===== config.mk =====
export PLATFORM = sky130hd
export DESIGN_NAME = flash_status_gen
export DESIGN_NICKNAME = d
export VERILOG_FILES = /design/src/rtl/flash_status_pkg.sv /design/src/rtl/fsg_seq.sv /design/src/rtl/fsg_toggle.sv /design/src/rtl/fsg_array.sv /design/src/rtl/flash_status_gen.sv
export SDC_FILE = /design/constraint.sdc
export NUM_CORES = 1
export LEC_CHECK = 0
export BUFFER_PORTS_ARGS = -buffer_cell sky130_fd_sc_hd__buf_4
export CORE_UTILIZATION = 35
export CTS_CLUSTER_DIAMETER = 80
export DETAILED_ROUTE_END_ITERATION = 12
export SETUP_SLACK_MARGIN = 0.2
export SLEW_MARGIN = 20
export SYNTH_ARGS = -nofsm -noshare
export SYNTH_HDL_FRONTEND = slang
export SYNTH_SLANG_ARGS = --single-unit

===== constraint.sdc =====
create_clock -name clk -period 5.95 [get_ports clk]
set_clock_uncertainty 0.1 [all_clocks]
set_input_delay 0.2975 -clock clk [delete_from_list [all_inputs] [get_ports clk]]
set_output_delay 0.2975 -clock clk [all_outputs]
set_load 0.005 [all_outputs]

===== src/rtl/flash_status_pkg.sv =====
package flash_status_pkg;

    typedef enum logic [2:0] {
        ST_READ,
        ST_PROG,
        ST_ERASE,
        ST_ESUS,
        ST_ESUS_PROG,
        ST_FAIL_PROG,
        ST_FAIL_ERASE,
        ST_FAIL_ESP
    } op_state_e;

    // positions decoded by the host polling routine
    localparam int BIT_TGL1  = 6;
    localparam int BIT_LIMIT = 5;
    localparam int BIT_TGL2  = 2;

    typedef struct packed {
        logic tgl1;
        logic limit;
        logic tgl2;
    } status_bits_t;

    function automatic int min_int(input int a, input int b);
        return (a < b) ? a : b;
    endfunction

    // states in which the embedded algorithm is working (bit 6 moves)
    function automatic logic tgl1_runs(input op_state_e s);
        return s inside {ST_PROG, ST_ERASE, ST_ESUS_PROG,
                         ST_FAIL_PROG, ST_FAIL_ERASE, ST_FAIL_ESP};
    endfunction

    // states in which a sector erase mask is pending
    function automatic logic erase_live(input op_state_e s);
        return s inside {ST_ERASE, ST_ESUS, ST_ESUS_PROG,
                         ST_FAIL_ERASE, ST_FAIL_ESP};
    endfunction

    function automatic logic is_failed(input op_state_e s);
        return s inside {ST_FAIL_PROG, ST_FAIL_ERASE, ST_FAIL_ESP};
    endfunction

    function automatic logic [7:0] pack_status(input status_bits_t b);
        logic [7:0] v;
        v            = '0;
        v[BIT_TGL1]  = b.tgl1;
        v[BIT_LIMIT] = b.limit;
        v[BIT_TGL2]  = b.tgl2;
        return v;
    endfunction

endpackage


===== src/rtl/fsg_seq.sv =====
module fsg_seq
    import flash_status_pkg::*;
#(
    parameter int NSEC        = 4,
    parameter int PROG_CYC    = 6,
    parameter int ERASE_CYC   = 80,
    parameter int PULSE_LIMIT = 120
) (
    input  logic            clk,
    input  logic            rst,
    input  logic            prog_go,
    input  logic            prog_bad,
    input  logic            erase_go,
    input  logic [NSEC-1:0] erase_sel,
    input  logic            suspend_cmd,
    input  logic            resume_cmd,
    input  logic            reset_cmd,
    output op_state_e       state,
    output logic [NSEC-1:0] erase_mask,
    output logic            prog_accept,
    output logic            prog_done,
    output logic            erase_done
);
    localparam int CW      = $clog2(PULSE_LIMIT + 1);
    localparam int ERS_END = min_int(ERASE_CYC, PULSE_LIMIT);
    localparam bit ERS_OK  = (ERASE_CYC <= PULSE_LIMIT);
    localparam bit PRG_OK  = (PROG_CYC <= PULSE_LIMIT);

    logic [CW-1:0] prg_cnt, ers_cnt;
    logic          stall_q;
    logic          prg_running, prg_end_ok, prg_end_bad, ers_end, erase_accept;
    op_state_e     nxt;

    always_comb begin
        prg_running  = (state == ST_PROG) || (state == ST_ESUS_PROG);
        prg_end_ok   = prg_running && !stall_q && PRG_OK &&
                       (prg_cnt == CW'(PROG_CYC - 1));
        prg_end_bad  = prg_running && !prg_end_ok &&
                       (prg_cnt == CW'(PULSE_LIMIT - 1));
        ers_end      = (state == ST_ERASE) && (ers_cnt == CW'(ERS_END - 1));
        erase_accept = erase_go && (|erase_sel) && (state == ST_READ);
        prog_accept  = prog_go && (((state == ST_READ) && !erase_accept) ||
                                   ((state == ST_ESUS) && !resume_cmd));
        prog_done    = prg_end_ok;
        erase_done   = ers_end && ERS_OK;
    end

    always_comb begin
        nxt = state;
        unique case (state)
            ST_READ: begin
                if (erase_accept)     nxt = ST_ERASE;
                else if (prog_accept) nxt = ST_PROG;
            end
            ST_PROG: begin
                if (prg_end_ok)       nxt = ST_READ;
                else if (prg_end_bad) nxt = ST_FAIL_PROG;
            end
            ST_ERASE: begin
                if (ers_end)          nxt = ERS_OK ? ST_READ : ST_FAIL_ERASE;
                else if (suspend_cmd) nxt = ST_ESUS;
            end
            ST_ESUS: begin
                if (resume_cmd)       nxt = ST_ERASE;
                else if (prog_accept) nxt = ST_ESUS_PROG;
            end
            ST_ESUS_PROG: begin
                if (prg_end_ok)       nxt = ST_ESUS;
                else if (prg_end_bad) nxt = ST_FAIL_ESP;
            end
            ST_FAIL_PROG, ST_FAIL_ERASE: begin
                if (reset_cmd)        nxt = ST_READ;
            end
            ST_FAIL_ESP: begin
                if (reset_cmd)        nxt = ST_ESUS;
            end
            default:                  nxt = ST_READ;
        endcase
    end

    always_ff @(posedge clk) begin
        if (rst) begin
            state      <= ST_READ;
            erase_mask <= '0;
            prg_cnt    <= '0;
            ers_cnt    <= '0;
            stall_q    <= 1'b0;
        end else begin
            state <= nxt;
            if (erase_accept)
                erase_mask <= erase_sel;
            else if (nxt == ST_READ)
                erase_mask <= '0;
            if (prog_accept) begin
                prg_cnt <= '0;
                stall_q <= prog_bad;
            end else if (prg_running) begin
                prg_cnt <= prg_cnt + 1'b1;
            end
            if (erase_accept)
                ers_cnt <= '0;
            else if (state == ST_ERASE)
                ers_cnt <= ers_cnt + 1'b1;
        end
    end

    assert_fail_hold_R9: assert property (@(posedge clk) disable iff (rst)
        (is_failed(state) && !reset_cmd) |=> $stable(state));

    assert_susp_freeze_R11: assert property (@(posedge clk) disable iff (rst)
        (state == ST_ESUS) |=> $stable(ers_cnt));

    assert_cnt_cap_R8: assert property (@(posedge clk) disable iff (rst)
        prg_cnt <= CW'(PULSE_LIMIT));

    assert_mask_live_R4: assert property (@(posedge clk) disable iff (rst)
        erase_live(state) |-> (|erase_mask));

endmodule


===== src/rtl/fsg_toggle.sv =====
module fsg_toggle (
    input  logic clk,
    input  logic rst,
    input  logic oe_n,
    input  logic ce_n,
    input  logic tgl1_en,
    input  logic tgl2_en,
    output logic tgl1,
    output logic tgl2
);
    logic rd_open, rd_open_q, rd_end;

    always_comb begin
        rd_open = !oe_n && !ce_n;
        rd_end  = rd_open_q && !rd_open;
    end

    always_ff @(posedge clk) begin
        if (rst) begin
            rd_open_q <= 1'b0;
            tgl1      <= 1'b0;
            tgl2      <= 1'b0;
        end else begin
            rd_open_q <= rd_open;
            if (rd_end && tgl1_en) tgl1 <= ~tgl1;
            if (rd_end && tgl2_en) tgl2 <= ~tgl2;
        end
    end

    assert_tgl1_frozen_R5: assert property (@(posedge clk) disable iff (rst)
        !tgl1_en |=> $stable(tgl1));

    assert_one_per_window_R6: assert property (@(posedge clk) disable iff (rst)
        (!oe_n && !ce_n) |=> $stable({tgl1, tgl2}));

endmodule


===== src/rtl/fsg_array.sv =====
module fsg_array #(
    parameter int NSEC = 4,
    parameter int WPS  = 4,
    parameter int AW   = 4
) (
    input  logic            clk,
    input  logic            rst,
    input  logic [AW-1:0]   rd_addr,
    input  logic [AW-1:0]   prog_addr,
    input  logic [7:0]      prog_data,
    input  logic            prog_accept,
    input  logic            prog_done,
    input  logic            erase_done,
    input  logic [NSEC-1:0] erase_mask,
    output logic [7:0]      rd_word,
    output logic            prog_bad
);
    localparam int DEPTH = NSEC * WPS;
    localparam int WW    = $clog2(WPS);

    logic [7:0]    mem [DEPTH];
    logic [AW-1:0] pa_q;
    logic [7:0]    pd_q;

    always_comb begin
        rd_word  = mem[rd_addr];
        prog_bad = |(prog_data & ~mem[prog_addr]);
    end

    always_ff @(posedge clk) begin
        if (rst) begin
            pa_q <= '0;
            pd_q <= '0;
            for (int i = 0; i < DEPTH; i++) mem[i] <= 8'hFF;
        end else begin
            if (prog_accept) begin
                pa_q <= prog_addr;
                pd_q <= prog_data;
            end
            if (prog_done)
                mem[pa_q] <= mem[pa_q] & pd_q;
            if (erase_done) begin
                for (int i = 0; i < DEPTH; i++)
                    if (erase_mask[i >> WW]) mem[i] <= 8'hFF;
            end
        end
    end

    assert_done_exclusive_R11: assert property (@(posedge clk) disable iff (rst)
        !(prog_done && erase_done));

endmodule


===== src/rtl/flash_status_gen.sv =====
module flash_status_gen
    import flash_status_pkg::*;
#(
    parameter int SECTORS       = 4,
    parameter int WORDS_PER_SEC = 4,
    parameter int PROG_CYC      = 6,
    parameter int ERASE_CYC     = 80,
    parameter int PULSE_LIMIT   = 120,
    localparam int SW = $clog2(SECTORS),
    localparam int AW = SW + $clog2(WORDS_PER_SEC)
) (
    input  logic               clk,
    input  logic               rst,
    input  logic               oe_n,
    input  logic               ce_n,
    input  logic [AW-1:0]      rd_addr,
    input  logic               prog_go,
    input  logic [AW-1:0]      prog_addr,
    input  logic [7:0]         prog_data,
    input  logic               erase_go,
    input  logic [SECTORS-1:0] erase_sel,
    input  logic               suspend_cmd,
    input  logic               resume_cmd,
    input  logic               reset_cmd,
    output logic [7:0]         dout
);
    op_state_e          state;
    logic [SECTORS-1:0] erase_mask;
    logic               prog_accept, prog_done, erase_done, prog_bad;
    logic               tgl1, tgl2, hit, show_status;
    logic [7:0]         rd_word;
    status_bits_t       sb;

    always_comb begin
        hit         = erase_mask[rd_addr[AW-1 -: SW]];
        show_status = (state != ST_READ) && !((state == ST_ESUS) && !hit);
        sb          = '{tgl1: tgl1, limit: is_failed(state), tgl2: tgl2};
        dout        = show_status ? pack_status(sb) : rd_word;
    end

    fsg_seq #(
        .NSEC(SECTORS), .PROG_CYC(PROG_CYC),
        .ERASE_CYC(ERASE_CYC), .PULSE_LIMIT(PULSE_LIMIT)
    ) u_seq (
        .clk(clk), .rst(rst), .prog_go(prog_go), .prog_bad(prog_bad),
        .erase_go(erase_go), .erase_sel(erase_sel),
        .suspend_cmd(suspend_cmd), .resume_cmd(resume_cmd),
        .reset_cmd(reset_cmd), .state(state), .erase_mask(erase_mask),
        .prog_accept(prog_accept), .prog_done(prog_done),
        .erase_done(erase_done)
    );

    fsg_toggle u_tgl (
        .clk(clk), .rst(rst), .oe_n(oe_n), .ce_n(ce_n),
        .tgl1_en(tgl1_runs(state)),
        .tgl2_en(erase_live(state) && hit),
        .tgl1(tgl1), .tgl2(tgl2)
    );

    fsg_array #(
        .NSEC(SECTORS), .WPS(WORDS_PER_SEC), .AW(AW)
    ) u_arr (
        .clk(clk), .rst(rst), .rd_addr(rd_addr), .prog_addr(prog_addr),
        .prog_data(prog_data), .prog_accept(prog_accept),
        .prog_done(prog_done), .erase_done(erase_done),
        .erase_mask(erase_mask), .rd_word(rd_word), .prog_bad(prog_bad)
    );

    assert_limit_flag_R8: assert property (@(posedge clk) disable iff (rst)
        (show_status && dout[BIT_LIMIT]) |-> is_failed(state));

    assert_susp_array_R5: assert property (@(posedge clk) disable iff (rst)
        ((state == ST_ESUS) && !hit) |-> (dout == rd_word));

endmodule


Word level (Yosys, flattened, before mapping)
Memory sizes are Yosys's and may differ from the RTL's. A register that Yosys moved wholly into a read port is not among the register bits.
Index checks and enable logic that the tools add are counted.
{"block": "totals", "wordCells": 146, "inputBits": 29, "memories": 1, "reg_bits": 37, "mem_bits_rw": 128, "out_inout_bits": 8}
{"memory": "u_arr.mem", "depth": 16, "word_bits": 8, "rd": 3, "rd_clocked_by_memory_dff": 1, "wr": 16, "line": "fsg_array.sv:21", "rtl": "logic [7:0] mem [DEPTH];"}
{"block": "classes", "eq_ne": 10, "muxes": 60, "n_addsub": 2, "n_reduce_logical": 41, "n_lt_le_gt_ge": 1, "n_bitwise": 21}
{"cell": "8-bit two-way mux", "count": 18}
{"cell": "3-bit two-way mux", "count": 12}
{"cell": "1-bit two-way mux", "count": 23}
{"cell": "3-bit case mux with 7 select lines", "count": 1}
{"cell": "4-bit two-way mux", "count": 5}
{"cell": "1-bit logical AND", "count": 17}
{"cell": "8-bit AND", "count": 2}
{"cell": "1-bit OR", "count": 16}
{"cell": "8-bit OR reduction", "count": 2}
{"cell": "7-bit by 1-bit adder with 7-bit output (second input constant)", "count": 2}
{"cell": "7-bit equality test (second input constant)", "count": 2}
{"cell": "3-bit equality test (second input constant)", "count": 4}
{"cell": "1-bit logical NOT", "count": 9}
{"cell": "8-bit inverter", "count": 1}
{"cell": "7-bit by 3-bit equality test with 1-bit output (second input constant)", "count": 1}
{"cell": "3-bit by 2-bit equality test with 1-bit output (second input constant)", "count": 2}
{"cell": "3-bit logical NOT", "count": 2}
{"cell": "3-bit nonzero test", "count": 2}
{"cell": "6-bit nonzero test", "count": 1}
{"cell": "2-bit OR reduction", "count": 3}
{"cell": "5-bit nonzero test", "count": 1}
{"cell": "4-bit OR reduction", "count": 1}
{"cell": "3-bit by 1-bit equality test with 1-bit output (second input constant)", "count": 1}
{"cell": "2-bit by 3-bit less-than comparator with 1-bit output (second input constant)", "count": 1}
{"cell": "4 further kinds", "count": 6}

Logic depth before layout (Yosys ltp)
{"block": "depth", "word_depth": 13, "mapped_depth": 9, "ltp_nobuf": 8}

Cells and area by module
A second synthesis with hierarchy kept.
{"block": "hier_totals", "hier_cells": 741, "area_unflattened_um2": 10030.9}
{"module": "fsg_array", "n_inst": 1, "cells_per_inst": 567, "area_per_inst_um2": 8451.9, "seq_area_each_um2": 4164.0}
{"module": "fsg_seq", "n_inst": 1, "cells_per_inst": 139, "area_per_inst_um2": 1262.5, "seq_area_each_um2": 440.4}
{"module": "flash_status_gen", "n_inst": 1, "cells_per_inst": 23, "area_per_inst_um2": 193.9, "seq_area_each_um2": 0.0}
{"module": "fsg_toggle", "n_inst": 1, "cells_per_inst": 12, "area_per_inst_um2": 122.6, "seq_area_each_um2": 60.1}

Worst setup path after synthesis
No wires, ideal clock.
{"block": "synth_path", "path_type": "reg-to-reg", "from": "reg u_seq.prg_cnt[0]", "to": "mem u_arr.mem[12][0], enable pin", "setup_slack_ns": 2.718, "path_buffers": 1, "arrival_ns": 2.748, "setup_ns": 0.384, "required_ns": 5.466, "path_stages_with_launch": 8, "period_less_slack_ns": 3.232, "cell_sequence": "dfxtp_1 > ha_1 > or4b_1 > or3_1 > nor3_2 > or3b_1 > buf_2 > o21ai_0"}
{"item": "start, declared", "line": "fsg_seq.sv:29", "rtl": "logic [CW-1:0] prg_cnt, ers_cnt;"}
{"item": "start signal, assigned", "line": "fsg_seq.sv:98", "rtl": "prg_cnt <= prg_cnt + 1'b1;"}
{"item": "end, declared", "line": "fsg_array.sv:21"}

==> results.yml <==
setup_path:
  cp-start-kind: "register"
  r2r-end: "u_arr.mem[1][7]"
  rrSetupSlack_ps: 2320
  reg2reg_from: "u_seq.prg_cnt[0]"
  rr_worst_depth: 7
  crit_type: "reg -> reg"
  worstPathArrival_ps: 3620
  cp-end-kind: "register"
  worst-path-max-fanout: 9
  required_ps: 5940
logic_synthesis:
  syn-num-nets: 754
  synth_top_cell_area_share_pct: 40.6
  synth_area_leaders: "edfxtp_1 41%, mux4_2 25%, dfxtp_1 8.7%"
  synth_top_area_cell: "edfxtp_1"
  ys_types: 54
  yosysSeqAreaShare_pct: 49.3
  synth_flop_cell: "edfxtp_1"
  synthArstFlopShare_pct: 0
  ys_ff_latch: 169
  syn_area_um2: 9460
  synth_edf_count: 128
  synth_cells: 722
  yosys_warnings: 0
  avgSynthCellArea_um2: 13.1
die:
  rows: 59
  dieArea_um2: 27700
  io_pins: 37
  core_area_um2: 26300
  die_w_um: 166
  fp.dieH_um: 166
  start_util_pct: 36.0
placement:
  gp_congestion: 0.896
  port_buffers: 36
  dp_hpwl_um: 19700
  place_area_um2: 10000
clock_tree:
  postCtsSetupBuffers: 0
  cts_buffers: 17
  cts_hold_buf: 3
  clock-sinks: 169
  clock-root-buffer: "clkbuf_16"
  clk_latency_ps: 430
  cts_resized: 0
  path_clk_slew_ps: 70
  htreeDepth: 4
  cts_tree: "built"
  clk_path_buf_depth: 2
grt:
  grt_max_degree: 44
  grt_pass1_wl_um: 42700
  grt_overflow: 0
  antenna_found_initial: 0
  grt.total_usage_pct: 21.2
  grt_pass1_vias: 6502
sta:
  hold_viol_final: 0
  fmax_ghz: 0.275
  fin_setup_tns_ps: 0
  worstMarginPinSlew_ps: 1110
  post-route-min-period_ps: 3630
  period_share_pct: 61.0
  relSlewSlack_pct: 25.9
  rsz0062_at_grt: "false"
  report.final.slew_viol_count: 0
  setup_violations: 0
routing:
  detail-route-antenna-nets: 0
  vias: 6758
  drt_iter0_markers: 781
  dr.pass1.iters: 9
  routedWlPerCell_um: 26.2
  drc: 6
  route.met2.wl_um: 13500
  m1WireLength_um: 11400
  top_layer_used: "met4"
  wl_met3_um: 2770
  routed_wirelength_um: 28500
  viasPerCell: 6.20
job:
  maxCapViolCount: 0
cells_and_area:
  final_common_cell: "nand2_1"
  mostFrequentLayoutCells: "154 x nand2_1, 128 x edfxtp_1, 106 x mux4_2, 49 x nor2_1, 49 x buf_4"
  drive_above_1_share_pct: 27.8
  nNetsFinal: 774
  diodes: 0
  synthToLayoutAreaGrowth_pct: 12.7
  design_area_um2: 10700
pwr:
  power.switching_mw: 0.799
  combPwrFrac_pct: 13.2
  leakagePower_nw: 2.72
  power_frac_seq_pct: 47.0
  switching_share_pct: 28.3
  max-vdd-ir-drop_mv: 0.168
  power_frac_clock_pct: 39.8
  power_density_nw_per_um2: 265
  internal_power_mw: 2.03
  total_power_mw: 2.82
min_path:
  worstHoldEndpoint: "u_seq.erase_mask[3]"
  hold_path.class: "in -> reg"
  hold_depth: 2
  min_from: "erase_sel[3]"
outcome:
  status: "complete, but fails checks"
  violations: "DRC"
## through the flow
step | hold slack (ps) | worst slack, ps | std cells | util, %
after floorplan | 269 | 2720 | 722 | -
after global placement | 364 | 2240 | 1055 | 38.2
after detailed placement | 370 | 2200 | 1055 | 38.2
after CTS | 2.98 | 2130 | 1090 | 40.5
after global routing | 2.54 | 2030 | 1090 | 40.5
final | 13.3 | 2320 | 1090 | 40.5
## cell type report
cell class,count,area [µm²]
well taps,335,419
clock buffers,17,425
fillers,2489,15600
multi-input cells,498,4580
flip-flops and latches,169,4670
inverters,4,15.0
repair buffers,52,398
clock inverters,15,155
## cells by family after synthesis
logic type / Yosys count / synth area share (%)
AO/OA/AOI/OAI: 65 / 4.74
XOR/XNOR: 16 / 1.48
adder cells (fa/ha/maj): 3 / 0.397
buffers and inverters: 55 / 2.30
flip-flops: 169 / 49.3
multiplexers: 137 / 28.6
AND/OR/NAND/NOR: 277 / 13.1
## synthesized netlist by cell type (7+ instances only)
cell and instances:
buf_1 9, nand2_1 154, o21ai_0 16, dfxtp_1 41
mux4_2 106, xnor2_1 9, edfxtp_1 128, a21oi_1 9
nor2b_1 13, nor2_1 50, nor3_1 9, buf_2 9
clkbuf_1 33, mux2i_1 23, nand2b_1 12, nand3_1 12
xor2_1 7, mux2_2 8
## state kept, by name, summed over array words and instances (netlist names), 3 cells and up, named ones only
register and count:
u_arr.pd_q 8, u_seq.state 3, u_seq.erase_mask 4, u_seq.prg_cnt 7, u_arr.pa_q 4, u_seq.ers_cnt 7, u_arr.mem 128
## power groups by stage
stage                     sequential, mW  clock (mW)  combinational [mW]
after floorplan                     1.32           0               0.248
after global placement              1.35           0               0.367
after detailed placement            1.35           0               0.366
after CTS                           1.33        1.13               0.370
after global routing                1.33        1.18               0.399
final                               1.33        1.12               0.373
## worst max-delay path, stage by stage, from the launching register on
cell and delay, ps:
dfxtp_1 400, ha_1 160, or4b_1 490, or3_1 410, nor3_2 360, nand3b_1 360
nor3_2 570, nand2b_1 450
## metal layers
metal,global-route usage [%],up-vias
li1,-,2818
met1,29.4,3468
met2,32.8,420
met3,4.22,52
met4,8.13,0
met5,0,-
## how the worst max path moves through the flow
stage,startpoint,endpoint
4_1_cts,u_seq.prg_cnt[0],u_arr.mem[4][5]
5_1_grt,u_seq.prg_cnt[0],u_arr.mem[1][6]
3_3_place_gp,u_seq.prg_cnt[0],u_arr.mem[4][0]
3_5_place_dp,u_seq.prg_cnt[0],u_arr.mem[4][1]
2_1_floorplan,u_seq.prg_cnt[0],u_arr.mem[12][0]
6_report,u_seq.prg_cnt[0],u_arr.mem[1][7]
No activity file was read; power rests on OpenSTA's default activity.
